`src/rtl/ldu_pkg.sv`:
```
package ldu_pkg;

   localparam logic [31:0] OPC_NOP   = 32'd0;
   localparam logic [31:0] OPC_ADD   = 32'd1;
   localparam logic [31:0] OPC_SUB   = 32'd2;
   localparam logic [31:0] OPC_ADDI  = 32'd3;
   localparam logic [31:0] OPC_LDADR = 32'd4;
   localparam logic [31:0] OPC_LOAD  = 32'd5;
   localparam logic [31:0] OPC_STORE = 32'd6;
   localparam logic [31:0] OPC_BR    = 32'd7;
   localparam logic [31:0] OPC_BRL   = 32'd8;

   // Register usage and result timing of one opcode
   typedef struct packed {
      logic rd_a;      // field a read as operand (store data)
      logic rd_b;      // field b read as operand
      logic rd_c;      // field c read as operand
      logic br_rd;     // fields b and c read in decode (branch)
      logic wr_early;  // result forwardable from execute output
      logic wr_late;   // result only after memory access
   } ldu_cls_t;

   function automatic ldu_cls_t ldu_classify(input logic [31:0] code);
      ldu_cls_t c;
      c = '0;
      case (code)
         OPC_ADD, OPC_SUB: begin
            c.rd_b = 1'b1;
            c.rd_c = 1'b1;
            c.wr_early = 1'b1;
         end
         OPC_ADDI, OPC_LDADR: begin
            c.rd_b = 1'b1;
            c.wr_early = 1'b1;
         end
         OPC_LOAD: begin
            c.rd_b = 1'b1;
            c.wr_late = 1'b1;
         end
         OPC_STORE: begin
            c.rd_b = 1'b1;
            c.rd_a = 1'b1;
         end
         OPC_BR, OPC_BRL: begin
            c.br_rd = 1'b1;
         end
         default: c = '0;
      endcase
      return c;
   endfunction

endpackage

```
`src/rtl/ldu_dec.sv`:
```
module ldu_dec #(
   parameter int OP_W = 5
) (
   input  logic [OP_W-1:0]  op,
   output ldu_pkg::ldu_cls_t cls_o
);

   always_comb begin
      cls_o = ldu_pkg::ldu_classify(32'(op));
   end

endmodule

```
`src/rtl/ldu_hit.sv`:
```
module ldu_hit #(
   parameter int RW = 5
) (
   input  logic [RW-1:0]     fa,
   input  logic [RW-1:0]     fb,
   input  logic [RW-1:0]     fc,
   input  ldu_pkg::ldu_cls_t cls,
   input  logic [RW-1:0]     pdst,
   input  logic              pvld,
   output logic              op_hit,
   output logic              br_hit
);

   logic eq_a, eq_b, eq_c;

   always_comb begin
      eq_a   = (fa == pdst);
      eq_b   = (fb == pdst);
      eq_c   = (fc == pdst);
      op_hit = pvld && ((cls.rd_a && eq_a) || (cls.rd_b && eq_b) || (cls.rd_c && eq_c));
      br_hit = pvld && cls.br_rd && (eq_b || eq_c);
   end

endmodule

```
`src/rtl/ldu_trail.sv`:
```
module ldu_trail #(
   parameter int RW = 5
) (
   input  logic          clk,
   input  logic          rst_n,
   input  logic          in_vld,
   input  logic [RW-1:0] in_dst,
   output logic          out_vld,
   output logic [RW-1:0] out_dst
);

   always_ff @(posedge clk or negedge rst_n) begin
      if (!rst_n) begin
         out_vld <= 1'b0;
         out_dst <= '0;
      end else begin
         out_vld <= in_vld;
         out_dst <= in_dst;
      end
   end

   // a load leaving execute is remembered for exactly one cycle
   p_trail_copy_r3: assert property (@(posedge clk) disable iff (!rst_n)
      in_vld |=> (out_vld && out_dst == $past(in_dst)));

   // nothing remembered right after reset release
   p_trail_clear_r8: assert property (@(posedge clk) disable iff (!rst_n)
      $rose(rst_n) |-> !out_vld);

endmodule

```
`src/rtl/ldu_stall_ctrl.sv`:
```
module ldu_stall_ctrl #(
   parameter int NREG        = 32,
   parameter int OP_W        = 5,
   parameter int LOAD_BR_GAP = 2
) (
   input  logic                     clk,
   input  logic                     rst_n,
   input  logic [OP_W-1:0]          s2_op,
   input  logic [$clog2(NREG)-1:0]  s2_fa,
   input  logic [$clog2(NREG)-1:0]  s2_fb,
   input  logic [$clog2(NREG)-1:0]  s2_fc,
   input  logic [OP_W-1:0]          s3_op,
   input  logic [$clog2(NREG)-1:0]  s3_dst,
   input  logic                     s3_vld,
   output logic                     pause_front,
   output logic                     bubble_s3
);

   localparam int RW = $clog2(NREG);

   generate
      if (NREG < 2 || NREG > 1024) begin : g_bad_nreg
         $error("ldu_stall_ctrl: NREG out of range");
      end
      if (OP_W < 4) begin : g_bad_opw
         $error("ldu_stall_ctrl: OP_W too narrow for opcode set");
      end
      if (LOAD_BR_GAP != 1 && LOAD_BR_GAP != 2) begin : g_bad_gap
         $error("ldu_stall_ctrl: LOAD_BR_GAP must be 1 or 2");
      end
   endgenerate

   ldu_pkg::ldu_cls_t cls2, cls3;
   logic prod3_vld, op_hit3, br_hit3;
   logic late_conf, early_conf, stall;
   logic trail_vld, trail_op_hit, trail_br_hit;

   ldu_dec #(.OP_W(OP_W)) u_dec2 (.op(s2_op), .cls_o(cls2));
   ldu_dec #(.OP_W(OP_W)) u_dec3 (.op(s3_op), .cls_o(cls3));

   assign prod3_vld = s3_vld && (cls3.wr_early || cls3.wr_late);

   ldu_hit #(.RW(RW)) u_hit3 (
      .fa(s2_fa), .fb(s2_fb), .fc(s2_fc), .cls(cls2),
      .pdst(s3_dst), .pvld(prod3_vld),
      .op_hit(op_hit3), .br_hit(br_hit3)
   );

   generate
      if (LOAD_BR_GAP == 2) begin : g_trail
         logic [RW-1:0] trail_dst;
         ldu_trail #(.RW(RW)) u_trail (
            .clk(clk), .rst_n(rst_n),
            .in_vld(s3_vld && cls3.wr_late), .in_dst(s3_dst),
            .out_vld(trail_vld), .out_dst(trail_dst)
         );
         ldu_hit #(.RW(RW)) u_hit4 (
            .fa(s2_fa), .fb(s2_fb), .fc(s2_fc), .cls(cls2),
            .pdst(trail_dst), .pvld(trail_vld),
            .op_hit(trail_op_hit), .br_hit(trail_br_hit)
         );
      end else begin : g_no_trail
         assign trail_vld    = 1'b0;
         assign trail_op_hit = 1'b0;
         assign trail_br_hit = 1'b0;
      end
   endgenerate

   assign late_conf  = cls3.wr_late && (op_hit3 || br_hit3);
   assign early_conf = cls3.wr_early && br_hit3;
   assign stall      = late_conf || early_conf || trail_br_hit;

   assign pause_front = stall;
   assign bubble_s3   = stall;

   // loaded value needed as first operand next slot
   p_load_operand_r1: assert property (@(posedge clk) disable iff (!rst_n)
      (s3_vld && s3_op == OP_W'(5) && cls2.rd_b && s2_fb == s3_dst) |-> pause_front);

   // a trailing load never holds back a plain operand reader
   p_trail_operand_r3: assert property (@(posedge clk) disable iff (!rst_n)
      (trail_op_hit && !s3_vld) |-> !pause_front);

   // ALU result forwarded to a non-branch without stalling
   p_alu_forward_r4: assert property (@(posedge clk) disable iff (!rst_n)
      (s3_vld && cls3.wr_early && !cls2.br_rd && !trail_vld) |-> !pause_front);

   // empty execute slot and no load record means no stall
   p_idle_r5: assert property (@(posedge clk) disable iff (!rst_n)
      (!s3_vld && !trail_vld) |-> !pause_front);

endmodule

```
`config.mk`:
```
export PLATFORM = sky130hd
export DESIGN_NAME = ldu_stall_ctrl
export DESIGN_NICKNAME = d
export VERILOG_FILES = /design/src/rtl/ldu_pkg.sv /design/src/rtl/ldu_dec.sv /design/src/rtl/ldu_hit.sv /design/src/rtl/ldu_trail.sv /design/src/rtl/ldu_stall_ctrl.sv
export SDC_FILE = /design/constraint.sdc
export NUM_CORES = 1
export LEC_CHECK = 0
export ABC_AREA = 0
export BUFFER_PORTS_ARGS = -buffer_cell sky130_fd_sc_hd__buf_4
export CORE_MARGIN = 10
export CORE_UTILIZATION = 43
export CTS_BUF_LIST = sky130_fd_sc_hd__clkbuf_2
export DETAILED_ROUTE_END_ITERATION = 7
export MAX_ROUTING_LAYER = met4
export PLACE_DENSITY_LB_ADDON = 0.05
export SLEW_MARGIN = 25
export SYNTH_ARGS = -nofsm -noshare
export SYNTH_HDL_FRONTEND = slang
export SYNTH_SLANG_ARGS = --single-unit
export TNS_END_PERCENT = 100
```
`constraint.sdc`:
```
create_clock -name clk -period 1.5 [get_ports clk]
set_input_delay 0 -clock clk [delete_from_list [all_inputs] [get_ports clk]]
set_output_delay 0 -clock clk [all_outputs]
set_load 0.02 [all_outputs]
```
---- Word level (Yosys, flattened, before mapping) ----
Index checks and enable logic that the tools add are counted.
word-level totals
  flip-flop bits (word level) ............. 6
  input port bits ......................... 33
  output and inout bits ................... 2
  logic and storage cells ................. 50
cells by class
  equality and inequality tests ........... 18
  muxes and demuxes ....................... 6
  reductions and logical operators ........ 24
operator list
  kind                                                  count
  equality test 5 x 3 -> 1 bit (second input constant)  6
  equality test 5 bit                                   5
  equality test 5 x 2 -> 1 bit (second input constant)  4
  logical AND 1 bit                                     12
  equality test 5 x 1 -> 1 bit (second input constant)  2
  logical OR 1 bit                                      8
  2-to-1 mux 1 bit                                      6
  OR reduction 6 bit                                    1
  equality test 5 x 4 -> 1 bit (second input constant)  1
  OR reduction 2 bit                                    2
  OR reduction 4 bit                                    1

---- Logic depth before layout (Yosys ltp) ----
  depth in word-level cells ............... 11
  gate-level depth with buffers ........... 6
  gate-level depth less buffers ........... 5

---- By module ----
Synthesis repeated with hierarchy kept, for this count alone.
second synthesis, totals
  cell total of the unflattened synthesis .. 100
  area, all modules ....................... 805.8 um^2
modules (own cells, without submodules)
  module          times used  cells an instance  area each (um^2)  sequential area each (um^2)
  ldu_hit         2           28                 201.4             0.0
  ldu_dec         2           16                 107.6             0.0
  ldu_trail       1           6                  150.1             150.1
  ldu_stall_ctrl  1           6                  37.5              0.0

---- Least setup slack after synthesis ----
Ideal clock, no wire load.
  path type ............................... reg2out
  start ................................... register g_trail.u_trail.out_dst[3]
  end ..................................... output port pause_front
  data arrival time ....................... 1.291 ns
  slack ................................... 0.209 ns
  cell stages (with the launch flop) ...... 7
  buffers on the path ..................... 1
  cells stage by stage .................... dfrtp_1 -> xor2_1 -> nor3_1 -> nand3_1 -> a21oi_1 -> a211o_1 -> buf_4
between the ends
  cells in the longest elaborated chain, start to end .. 4
  elaborated cells between the ends (all ways) .. 5
  classes of those cells .................. 2 x eq/ne; 3 x reduce/logical
ends and longest elaborated chain
  item                                           RTL line                      text
  start, declared                                ldu_trail.sv:9                output logic [RW-1:0] out_dst
  start signal, assigned                         ldu_trail.sv:18               out_dst <= in_dst;
  equality test 5 bit, on equally long branches  ldu_hit.sv:18, ldu_hit.sv:19
  logical OR 1 bit (*)                           ldu_hit.sv:21                 br_hit = pvld && cls.br_rd && (eq_b || eq_c);
  logical AND 1 bit (*)                          ldu_hit.sv:21
  logical OR 1 bit (*)                           ldu_stall_ctrl.sv:71          assign stall = late_conf || early_conf || trail_br_hit;
  end, declared                                  ldu_stall_ctrl.sv:15          output logic pause_front,
Every way passes the cells marked *; elsewhere a longest branch is shown, timed or not.

---- Worst setup path in the final report ----
  start ................................... register g_trail.u_trail.out_dst[4]
  end ..................................... output port pause_front
Same word-level chain as after synthesis.

==> results.toml <==
[clocking]
cts_inserted_buffers = 3
clk_pin_slew_ns = 0.07
htreeDepth = 1
clockBufferDepth = 2
clock_sinks = 6
clockRootBuffer = "clkbuf_2"
cts_tree = "done"

[die]
start_util = 0.450
rows = 13
dieArea_sq_um = 3210
fp.coreArea_sq_um = 1280
io_pins = 35
die-width_um = 56.7
die_h_um = 56.7

[global_routing]
overflow = 0
antenna_found_initial = 0
grtUsageTotal = 0.114
grt_max_degree = 7
grt_pass1_vias = 697
grt_pass1_wl_um = 2930

[setup_path]
worstPathArrival_ns = 1.51
criticalPathCategory = "register to output pin"
worst-path-max-fanout = 2
critPathLaunch = "g_trail.u_trail.out_dst[4]"
cp-end-kind = "output pin"
start_kind = "register"
cp.required_ns = 1.50

[logic_synthesis]
syn_nets = 96
ys_ff_latch = 6
netlist_area_sq_um = 578
syn_inst = 63
yosysWarnings = 0
synth_top_cell_by_area = "dfrtp_1"
synth.top_cell.area_share = 0.260
synth_cell_types = 19
synth.area.top_cells = "dfrtp_1 (26%), xor2_1 (24%), xnor2_1 (15%), nor3_1 (5.2%), nand3_1 (3.5%)"
avgSynthCellArea_sq_um = 9.18
ys_seq_area_frac = 0.260

[power_and_ir_drop]
vdd_drop_max_mv = 0.358
p_leak_nw = 0.412
powerDensity_nw_per_um2 = 516

[timing]
fmax_mhz = 661
rsz0062_at_grt = "yes"
slew_viol_final = 0
finalSetupTns_ns = -0.0232
final-setup-viol-count = 2
finalCritPeriodShare = 1.01
fin_ws_ns = -0.0126
worst_pin_slew_ns = 0.299
hold_viol = 0
min_period_ns = 1.51
slew_headroom = 0.799
hold_slack_ns = 0.0950

[place]
place_congestion = 0.755
hpwlAfterDp_um = 1530
placed_cell_area_sq_um = 845
port_buffers = 34

[worst_hold_path]
whs_path_depth = 2
min_path_type = "input port to register"
min_to = "g_trail.u_trail.out_vld"
min-delay-start = "s3_op[1]"

[final_layout]
syn_to_final_growth_pct = 61.9
final_cell_mix = "buf_4 (32), xor2_1 (16), xnor2_1 (10)"
mostFrequentLayoutCell = "buf_4"
nNetsFinal = 140
insertedDiodeCount = 0
drive_above_1_share = 0.410
fin_area_sq_um = 936

[route]
wl_per_cell_um = 14.8
wl_um = 1770
num_vias = 613
drc = 0
first_iter_violations = 4
drt-vias-per-instance = 5.11
ant_nets = 0
drtPass1Iterations = 4

[flow_run]
maxCapViolCount = 0

[outcome]
status = "complete, but fails checks"
violations = "setup timing"
-- synthesized netlist by cell type --
cell type / n
a211o_1: 1
a21oi_1: 2
a21oi_2: 2
and3_2: 1
and4b_1: 1
buf_4: 1
dfrtp_1: 6
nand2_1: 3
nand3_1: 4
nand4_1: 2
nand4b_1: 1
nor3_1: 6
nor3b_2: 1
nor4_1: 3
o211ai_1: 1
or4_1: 1
or4b_1: 1
xnor2_1: 10
xor2_1: 16
-- per-layer routing --
metal  GRT usage  routed length [um]
met4      0.0309                   0
met5           -                   0
met3      0.0584                 143
met1       0.117                 726
met2       0.188                 903
-- stage by stage --
| step | worst slack (ns) | util | power [mW] | instances |
|---|---|---|---|---|
| after floorplan | 0.209 | - | 0.247 | 63 |
| after global placement | 0.216 | 0.657 | 0.349 | 111 |
| after detailed placement | 0.182 | 0.657 | 0.354 | 111 |
| after CTS | -0.0262 | 0.722 | 0.487 | 120 |
| after global routing | -0.134 | 0.728 | 0.518 | 120 |
| final | -0.0126 | 0.728 | 0.483 | 120 |
-- how the worst max path moves through the flow --
stage / slack [ns] / cells after the start / end
floorplan: 0.21 / 6 / pause_front
global placement: 0.22 / 7 / pause_front
detailed placement: 0.18 / 7 / pause_front
CTS: -0.03 / 6 / pause_front
global route: -0.13 / 6 / pause_front
finish: -0.01 / 6 / pause_front
-- registers in the layout (all words and copies together) (netlist names) --
signal                   count
g_trail.u_trail.out_dst      5
g_trail.u_trail.out_vld      1
-- power by group --
| group | switching [mW] | internal, mW |
|---|---|---|
| sequential | 0.00573 | 0.169 |
| clock | 0.0642 | 0.0542 |
| combinational | 0.0788 | 0.111 |
| total | 0.149 | 0.334 |
-- logic make-up after synthesis --
group	synth area share
xor+xnor	0.394
simple gates	0.258
flops	0.260
buf+inv	0.0130
compound gates	0.0758
-- worst max-delay path, cell delays in order, from the launching register on --
cell     delay [ns]
dfrtp_1        0.40
xor2_1         0.15
nor3_1         0.18
nand3_1        0.12
a21oi_2        0.14
a211o_1        0.15
buf_6          0.13
-- final cells by class --
cell class	count	area, sq um
Multi-Input combinational cell	56	429
Fill cell	108	349
Timing Repair Buffer	40	323
Sequential cell	6	150
Tap cell	15	18.8
Clock buffer	3	15.0
-- timing repair --
| item | CTS | global route |
|---|---|---|
| pin swaps | 3 | 4 |
| hold buffers | 6 | 0 |
| setup buffers | 0 | 0 |
| gates resized for setup | 2 | 2 |
| endpoints found under the hold margin | 11 | 0 |
| endpoints found under the setup margin | 2 | 2 |
No activity file was read; power rests on OpenSTA's default activity.
